<file path="config.mk">
export PLATFORM = sky130hd
export DESIGN_NAME = smbr_regslave
export DESIGN_NICKNAME = d
export VERILOG_FILES = /design/src/rtl/smbr_pkg.sv /design/src/rtl/smbr_line_filter.sv /design/src/rtl/smbr_bus_cond.sv /design/src/rtl/smbr_reg_bank.sv /design/src/rtl/smbr_regslave.sv
export SDC_FILE = /design/constraint.sdc
export NUM_CORES = 1
export LEC_CHECK = 0
export ABC_CLOCK_PERIOD_IN_PS = 3100
export CORE_ASPECT_RATIO = 1.5
export CORE_MARGIN = 5
export CORE_UTILIZATION = 64
export CTS_CLUSTER_SIZE = 40
export DETAILED_ROUTE_END_ITERATION = 10
export DONT_BUFFER_PORTS = 1
export GPL_TIMING_DRIVEN = 0
export PLACE_DENSITY = 0.87
export SETUP_SLACK_MARGIN = 0.4
export SYNTH_ARGS = -nofsm -noshare
export SYNTH_HDL_FRONTEND = slang
export SYNTH_HIERARCHICAL = 1
export SYNTH_SLANG_ARGS = --single-unit
</file>
<file path="constraint.sdc">
create_clock -name clk -period 3.1 [get_ports clk]
set_input_delay 0.62 -clock clk [delete_from_list [all_inputs] [get_ports clk]]
set_output_delay 0.62 -clock clk [all_outputs]
set_load 0.02 [all_outputs]
</file>
<file path="src/rtl/smbr_pkg.sv">
// Shared definitions for the SMBus register target: states, byte phases
// and the per-register default values and writable masks.
package smbr_pkg;

    typedef enum logic [2:0] {
        S_IDLE,   // waiting for a start condition
        S_RX,     // shifting in a byte from the controller
        S_RXACK,  // our acknowledge slot after a received byte
        S_TX,     // shifting out a byte to the controller
        S_TXACK   // controller acknowledge slot after a sent byte
    } link_state_e;

    typedef enum logic [2:0] {
        P_ADDR,   // next received byte is the address
        P_OFFSET, // next received byte is the register offset
        P_COUNT,  // next received byte is the write count
        P_WDATA,  // next received bytes are write data
        P_RCOUNT  // read addressed: count byte goes out next
    } byte_phase_e;

    // Power-up value of register idx.
    function automatic logic [7:0] reg_default(input int idx);
        case (idx)
            0:       return 8'h21;
            1:       return 8'h54;
            3:       return 8'h86;
            6:       return 8'h83;
            default: return 8'h00;
        endcase
    endfunction

    // Bits of register idx that a bus write may change.
    function automatic logic [7:0] reg_wmask(input int idx);
        case (idx)
            0, 1:    return 8'hFF;
            2:       return 8'hE0;
            3:       return 8'hFE;
            default: return 8'h00;
        endcase
    endfunction

endpackage

</file>
<file path="src/rtl/smbr_line_filter.sv">
// Cleans one open-drain bus line: two-flop synchronizer followed by a
// TAPS-sample majority vote. Assumes the line is idle-high, so reset
// presets every stage to one. Latency from pin to output is TAPS+2 clocks
// in the worst case.
module smbr_line_filter #(
    parameter int TAPS = 3
) (
    input  logic clk,
    input  logic rst_n,
    input  logic line_i,
    output logic line_o
);

    logic [1:0]      sync_q;
    logic [TAPS-1:0] hist_q;
    logic            vote_q;

    // Synchronize, keep a short history and take the majority of it.
    always_ff @(posedge clk) begin
        if (!rst_n) begin
            sync_q <= '1;
            hist_q <= '1;
            vote_q <= 1'b1;
        end else begin
            sync_q <= {sync_q[0], line_i};
            hist_q <= {hist_q[TAPS-2:0], sync_q[1]};
            vote_q <= ($countones(hist_q) > (TAPS / 2));
        end
    end

    assign line_o = vote_q;

endmodule

</file>
<file path="src/rtl/smbr_bus_cond.sv">
// Detects SCL edges and start/stop conditions from the filtered lines.
// Assumes both inputs are already synchronous and glitch-free.
module smbr_bus_cond (
    input  logic clk,
    input  logic rst_n,
    input  logic scl_f,
    input  logic sda_f,
    output logic scl_rise,
    output logic scl_fall,
    output logic cond_start,
    output logic cond_stop
);

    logic scl_prev_q, sda_prev_q;

    // Remember the previous filtered level of both lines.
    always_ff @(posedge clk) begin
        if (!rst_n) begin
            scl_prev_q <= 1'b1;
            sda_prev_q <= 1'b1;
        end else begin
            scl_prev_q <= scl_f;
            sda_prev_q <= sda_f;
        end
    end

    // Edge and condition decode: SDA moving while SCL stays high.
    always_comb begin
        scl_rise   = scl_f & ~scl_prev_q;
        scl_fall   = ~scl_f & scl_prev_q;
        cond_start = scl_f & scl_prev_q & sda_prev_q & ~sda_f;
        cond_stop  = scl_f & scl_prev_q & ~sda_prev_q & sda_f;
    end

endmodule

</file>
<file path="src/rtl/smbr_reg_bank.sv">
// Byte-wide register bank with per-bit write masks and reset defaults.
// Writes outside 0..NUM_REGS-1 are dropped, reads there return zero.
module smbr_reg_bank #(
    parameter int NUM_REGS = 7,
    parameter int AW       = 8
) (
    input  logic                  clk,
    input  logic                  rst_n,
    input  logic                  wr_en,
    input  logic [AW-1:0]         wr_addr,
    input  logic [7:0]            wr_data,
    input  logic [AW-1:0]         rd_addr,
    output logic [7:0]            rd_data,
    output logic [NUM_REGS*8-1:0] regs_o
);
    import smbr_pkg::*;

    localparam int IDXW = (NUM_REGS > 1) ? $clog2(NUM_REGS) : 1;
    localparam logic [AW-1:0] LIMIT = AW'(NUM_REGS);

    logic [7:0] mem_q [NUM_REGS];

    // Load defaults on reset, otherwise merge writable bits of a write.
    always_ff @(posedge clk) begin
        for (int i = 0; i < NUM_REGS; i++) begin
            if (!rst_n)
                mem_q[i] <= reg_default(i);
            else if (wr_en && wr_addr == AW'(i))
                mem_q[i] <= (wr_data & reg_wmask(i)) | (mem_q[i] & ~reg_wmask(i));
        end
    end

    // Read mux, zero past the last register.
    always_comb begin
        rd_data = 8'h00;
        if (rd_addr < LIMIT)
            rd_data = mem_q[rd_addr[IDXW-1:0]];
    end

    for (genvar g = 0; g < NUM_REGS; g++) begin : g_out
        localparam logic [7:0] WM  = reg_wmask(g);
        localparam logic [7:0] DEF = reg_default(g);
        assign regs_o[8*g +: 8] = mem_q[g];

        AST_RO_BITS_KEEP: assert property (@(posedge clk) disable iff (!rst_n)
            (mem_q[g] & ~WM) == (DEF & ~WM));
        AST_WRITE_LANDS: assert property (@(posedge clk) disable iff (!rst_n)
            (wr_en && wr_addr == AW'(g)) |=> ((mem_q[g] & WM) == ($past(wr_data) & WM)));
    end

endmodule

</file>
<file path="src/rtl/smbr_regslave.sv">
// SMBus target giving indexed block read/write access to a register bank.
// Assumes clk runs at least ~20x the SCL rate so filtering delay fits in
// the SCL low time; no clock stretching, no packet error code.
module smbr_regslave #(
    parameter logic [6:0] SLAVE_ADDR = 7'b1101001,
    parameter int         NUM_REGS   = 7,
    parameter int         FILT_TAPS  = 3
) (
    input  logic                  clk,
    input  logic                  rst_n,
    input  logic                  scl_i,
    input  logic                  sda_i,
    output logic                  sda_oe,
    output logic [NUM_REGS*8-1:0] cfg_regs
);
    import smbr_pkg::*;

    localparam int PTR_W = 8;
    localparam logic [PTR_W-1:0] LIMIT = PTR_W'(NUM_REGS);

    logic [1:0] raw_lines, flt_lines;
    logic       scl_f, sda_f, scl_rise, scl_fall, cond_start, cond_stop;

    link_state_e      state_q;
    byte_phase_e      phase_q, phase_nxt;
    logic [3:0]       bitcnt_q;
    logic [7:0]       sh_q, tx_q, remain_q;
    logic [PTR_W-1:0] ptr_q;
    logic             sda_oe_q, mack_q, ack_now, byte_done;
    logic             wr_en;
    logic [7:0]       rd_data, rd_count;

    assign raw_lines = {sda_i, scl_i};

    for (genvar g = 0; g < 2; g++) begin : g_filt
        smbr_line_filter #(.TAPS(FILT_TAPS)) u_filt (
            .clk    (clk),
            .rst_n  (rst_n),
            .line_i (raw_lines[g]),
            .line_o (flt_lines[g])
        );
    end

    assign scl_f = flt_lines[0];
    assign sda_f = flt_lines[1];

    smbr_bus_cond u_cond (
        .clk        (clk),
        .rst_n      (rst_n),
        .scl_f      (scl_f),
        .sda_f      (sda_f),
        .scl_rise   (scl_rise),
        .scl_fall   (scl_fall),
        .cond_start (cond_start),
        .cond_stop  (cond_stop)
    );

    smbr_reg_bank #(.NUM_REGS(NUM_REGS), .AW(PTR_W)) u_bank (
        .clk     (clk),
        .rst_n   (rst_n),
        .wr_en   (wr_en),
        .wr_addr (ptr_q),
        .wr_data (sh_q),
        .rd_addr (ptr_q),
        .rd_data (rd_data),
        .regs_o  (cfg_regs)
    );

    // Count byte of a read: registers left from the current offset.
    assign rd_count = (ptr_q < LIMIT) ? (LIMIT - ptr_q) : 8'h00;

    // A received byte is complete at the SCL fall after its eighth bit.
    assign byte_done = (state_q == S_RX) && scl_fall && (bitcnt_q == 4'd8);
    assign wr_en     = byte_done && (phase_q == P_WDATA) && (remain_q != 8'h00);

    // Acknowledge decision and next byte phase for a completed byte.
    always_comb begin
        ack_now   = 1'b0;
        phase_nxt = phase_q;
        unique case (phase_q)
            P_ADDR: if (sh_q[7:1] == SLAVE_ADDR) begin
                ack_now   = 1'b1;
                phase_nxt = sh_q[0] ? P_RCOUNT : P_OFFSET;
            end
            P_OFFSET: begin ack_now = 1'b1; phase_nxt = P_COUNT; end
            P_COUNT:  begin ack_now = (sh_q != 8'h00); phase_nxt = P_WDATA; end
            P_WDATA:  ack_now = (remain_q != 8'h00);
            default:  ack_now = 1'b0;
        endcase
    end

    // Bit-level transaction sequencer.
    always_ff @(posedge clk) begin
        if (!rst_n) begin
            state_q  <= S_IDLE;
            phase_q  <= P_ADDR;
            bitcnt_q <= '0;
            sh_q     <= '0;
            tx_q     <= '0;
            remain_q <= '0;
            ptr_q    <= '0;
            sda_oe_q <= 1'b0;
            mack_q   <= 1'b0;
        end else if (cond_start) begin
            state_q  <= S_RX;
            phase_q  <= P_ADDR;
            bitcnt_q <= '0;
            sda_oe_q <= 1'b0;
        end else if (cond_stop) begin
            state_q  <= S_IDLE;
            sda_oe_q <= 1'b0;
        end else begin
            unique case (state_q)
                S_RX: begin
                    if (scl_rise) begin
                        sh_q     <= {sh_q[6:0], sda_f};
                        bitcnt_q <= bitcnt_q + 4'd1;
                    end else if (byte_done) begin
                        state_q  <= ack_now ? S_RXACK : S_IDLE;
                        sda_oe_q <= ack_now;
                        phase_q  <= phase_nxt;
                        if (phase_q == P_OFFSET) ptr_q <= sh_q;
                        if (phase_q == P_COUNT)  remain_q <= sh_q;
                        if (wr_en) begin
                            remain_q <= remain_q - 8'd1;
                            if (ptr_q != '1) ptr_q <= ptr_q + 1'b1;
                        end
                    end
                end
                S_RXACK: if (scl_fall) begin
                    bitcnt_q <= '0;
                    if (phase_q == P_RCOUNT) begin
                        state_q  <= S_TX;
                        sda_oe_q <= ~rd_count[7];
                        tx_q     <= {rd_count[6:0], 1'b0};
                    end else begin
                        state_q  <= S_RX;
                        sda_oe_q <= 1'b0;
                    end
                end
                S_TX: begin
                    if (scl_rise) begin
                        bitcnt_q <= bitcnt_q + 4'd1;
                    end else if (scl_fall) begin
                        if (bitcnt_q == 4'd8) begin
                            sda_oe_q <= 1'b0;
                            state_q  <= S_TXACK;
                        end else begin
                            sda_oe_q <= ~tx_q[7];
                            tx_q     <= {tx_q[6:0], 1'b0};
                        end
                    end
                end
                S_TXACK: begin
                    if (scl_rise) begin
                        mack_q <= ~sda_f;
                    end else if (scl_fall) begin
                        if (mack_q) begin
                            state_q  <= S_TX;
                            bitcnt_q <= '0;
                            sda_oe_q <= ~rd_data[7];
                            tx_q     <= {rd_data[6:0], 1'b0};
                            if (ptr_q != '1) ptr_q <= ptr_q + 1'b1;
                        end else begin
                            state_q <= S_IDLE;
                        end
                    end
                end
                default: ;
            endcase
        end
    end

    assign sda_oe = sda_oe_q;

    AST_SDA_MOVES_SCL_LOW: assert property (@(posedge clk) disable iff (!rst_n)
        !$stable(sda_oe_q) |-> $past(!scl_f || cond_start || cond_stop));
    AST_IDLE_RELEASED: assert property (@(posedge clk) disable iff (!rst_n)
        (state_q == S_IDLE) |-> !sda_oe_q);
    AST_ZERO_COUNT_NACK: assert property (@(posedge clk) disable iff (!rst_n)
        (byte_done && phase_q == P_COUNT && sh_q == 8'h00) |=> (!sda_oe_q && state_q == S_IDLE));
    AST_WRITE_ONLY_IN_DATA: assert property (@(posedge clk) disable iff (!rst_n)
        wr_en |=> (state_q == S_RXACK && sda_oe_q));

endmodule

</file>
==> impl_metrics.yaml <==
status:
  outcome: "finished clean"
clock_tree:
  cts_tree: "done"
  cts_sinks: 83
  htreeDepth: 3
  cts_buffer_depth: 2
  root_buffer: "clkbuf_8"
  cts_buffers: 9
  cts_setup_buffers: 0
  insertion_delay_ns: 0.36
  clk_pin_slew_ns: 0.10
synthesis:
  postSynthCellCount: 523
  yosysTopAreaCellShare_pct: 23.84
  synth_top_family_by_area: "simple AND/OR/NAND/NOR gates"
  yosysWarnings: 6
  yosysMostFrequentCell: "dfxtp_1"
  synth-simple-area-share_pct: 25.14
  ys_async_sr_fraction_pct: 0
  ys_types: 74
  synth_common_cells: "57 x dfxtp_1, 31 x nand2_1, 31 x o21ai_0"
  synthMuxAreaShare_pct: 5.933
  synth_compound_area_share_pct: 16.54
  yosysTopAreaCell: "dfxtp_1"
  syn-cell-area_um2: 4787
  synth_xor_area_share_pct: 0.5489
  yosys.area_share.adder_pct: 2.352
  post_synth.cell_area_avg_um2: 9.153
  synth_seq_area_share_pct: 40.15
  synthFlopType: "dfxtp_1"
  synth_seq_cells: 83
  synthTopCellsByArea: "dfxtp_1 24%, edfxtp_1 16%, buf_4 4.7%, nand2b_1 3.5%, mux2i_1 3.3%"
  synth_edf_count: 26
global_routing:
  grt_pass1_wl_um: 19820
  grt_max_degree: 22
  grtUsageTotal_pct: 27.65
  antenna_found_initial: 0
  grt_pass1_vias: 3990
  overflow: 0
placed_design:
  portBuffers: 0
  hpwlAfterDp_um: 8684
  place_area_um2: 5017
  dp_slack_ns: 0.2278
  gp_congestion: 0.9501
  dp.cells: 651
floorplan:
  core_um2: 7274
  io_pins: 61
  start_util_pct: 65.81
  dieArea_um2: 9345
  die_width_um: 80.62
  chipHeight_um: 115.9
  core.rowCount: 38
power:
  p_leak_nw: 1.969
  p_per_area_nw_per_um2: 398.6
  ir_drop_uv: 430.9
  power.total_w: 0.002112
cells_and_area:
  drive_gt1_share_pct: 15.34
  multi_input_comb_area_um2: 2580
  fillerInstances: 508
  instances_no_fill: 667
  areaGrowthSynthToFinish_pct: 10.66
  finalNetCount: 575
  fin_area_um2: 5298
  final-seq-area_um2: 1924
  num_antenna_cells: 0
detailed_routing:
  wl_um: 12420
  routed-via-count: 4111
  post-route-drc-count: 0
  dr.pass1.iters: 5
  routed_via_density: 6.163
  drt_iter0_markers: 336
  wl_per_cell_um: 18.63
  ant_nets: 0
timing:
  finClkSkew_ns: 0.01553
  final.min_clock_period_ns: 2.544
  fin_setup_tns_ns: 0
  setup_viol: 0
  tightestPinTransition_ns: 0.8886
  relSlewSlack_pct: 40.30
  fmax_ghz: 0.3931
  final-hold-violation-count: 0
  rsz0062_at_grt: "no"
  period_share_pct: 82.07
  fin_ws_ns: 0.5558
  final_max_slew_viol_count: 0
min_path:
  holdCritPathClass: "in2reg"
critical_path:
  worstPathArrival_ns: 2.65
  end_kind: "flip-flop"
  start_kind: "flip-flop"
  required_ns: 3.20
  critical_path_class: "reg2reg"
  worstPathMaxFanout: 13
job:
  maxCapViolCount: 0
[where the power goes]
group,internal [W],total [W],switching (W)
clock network,0.000418,0.000838,0.000420
registers,0.00113,0.00115,0.0000207
logic,0.0000438,0.000122,0.0000782
total,0.00159,0.00211,0.000519
[path summary, 6_finish.rpt]
path | to | slack [ns] | cells after the start | from
min | u_cond/sda_prev_q | 0.33 | 1 | rst_n
max | u_bank/mem_q[3][2] | 0.56 | 9 | state_q[2]
min reg2reg | g_filt[0].u_filt/sync_q[1] | 0.41 | 1 | g_filt[0].u_filt/sync_q[0]
max reg2reg | u_bank/mem_q[3][2] | 0.56 | 9 | state_q[2]
[cell families after synthesis]
| group | Yosys count |
|---|---|
| multiplexers | 25 |
| other | 2 |
| AND/OR/NAND/NOR | 203 |
| AO/OA/AOI/OAI | 121 |
| buffers and inverters | 77 |
| XOR/XNOR | 3 |
| flip-flops | 83 |
| adder cells (fa/ha/maj) | 9 |
[area by class of cell]
cell class | instances | share of cell area [%]
flip-flops and latches | 83 | 36.33
inverters | 19 | 1.393
well taps | 100 | 2.362
multi-input cells | 391 | 48.70
clock buffers | 12 | 3.543
plain buffers | 58 | 7.038
clock inverters | 4 | 0.6377
[routing by layer]
layer,up-vias,global-route usage [%],share of wire (%)
li1,1917,-,-
met3,52,6.687,6.9
met4,0,14.54,4.5
met2,187,50.00,53
met5,-,0,0
met1,1955,29.22,36
[sequential cells by signal, indices dropped and copies added, names as in the netlist, 2 cells and up]
register	count
g_filt.u_filt/hist_q	6
ptr_q	8
phase_q	3
state_q	3
remain_q	8
bitcnt_q	4
u_bank/mem_q	26
sh_q	8
tx_q	7
g_filt.u_filt/sync_q	4
g_filt.u_filt/line_o	2
[placed cells by master, fill, tap and decap left out, types with 4 or more instances in the layout]
cell type  instances
nand3_1           13
and2_1            20
a22oi_1            8
nand3b_1          11
o211ai_1           6
nor3_1            12
buf_4             30
and4b_1            4
clkbuf_1          15
buf_2              5
a32oi_1            6
edfxtp_1          26
mux2_1             4
mux2i_1           16
nor4_1             6
o22ai_1            4
a221oi_1           4
nand2b_1          27
o21ai_1            4
a21oi_1           22
or2_1              4
nor2b_1           10
a31oi_1            9
o21ai_0           31
nor2_1            30
clkbuf_8          10
conb_1            30
a211oi_1           5
ha_1               8
nand2_1           31
inv_1             17
nor3b_1            4
dfxtp_1           55
[worst max-delay path: stages (launching register included)]
cell and delay [ns]:
dfxtp_1 0.37, or3b_4 0.42, or2_4 0.26, or2_1 0.24, buf_6 0.15, inv_4 0.09, buf_8 0.16, nand3_4 0.11
nor3_4 0.37, nand2b_1 0.12
[per-stage QoR]
stage	util (%)	hold WS, ns
after global placement	68.97	0.3912
after floorplan	-	0.3863
after detailed placement	68.97	0.3924
final	72.82	0.3328
after global routing	72.82	0.3178
after CTS	72.17	0.3193
[what timing repair did]
action | CTS | global route
gates resized for setup | 3 | 13
hold buffers | 0 | 0
pin swaps | 0 | 2
setup endpoints to repair | 23 | 32
endpoints found under the hold margin | 0 | 0
cloned | 0 | 0
Note: power is estimated with default switching activity, not from simulation.
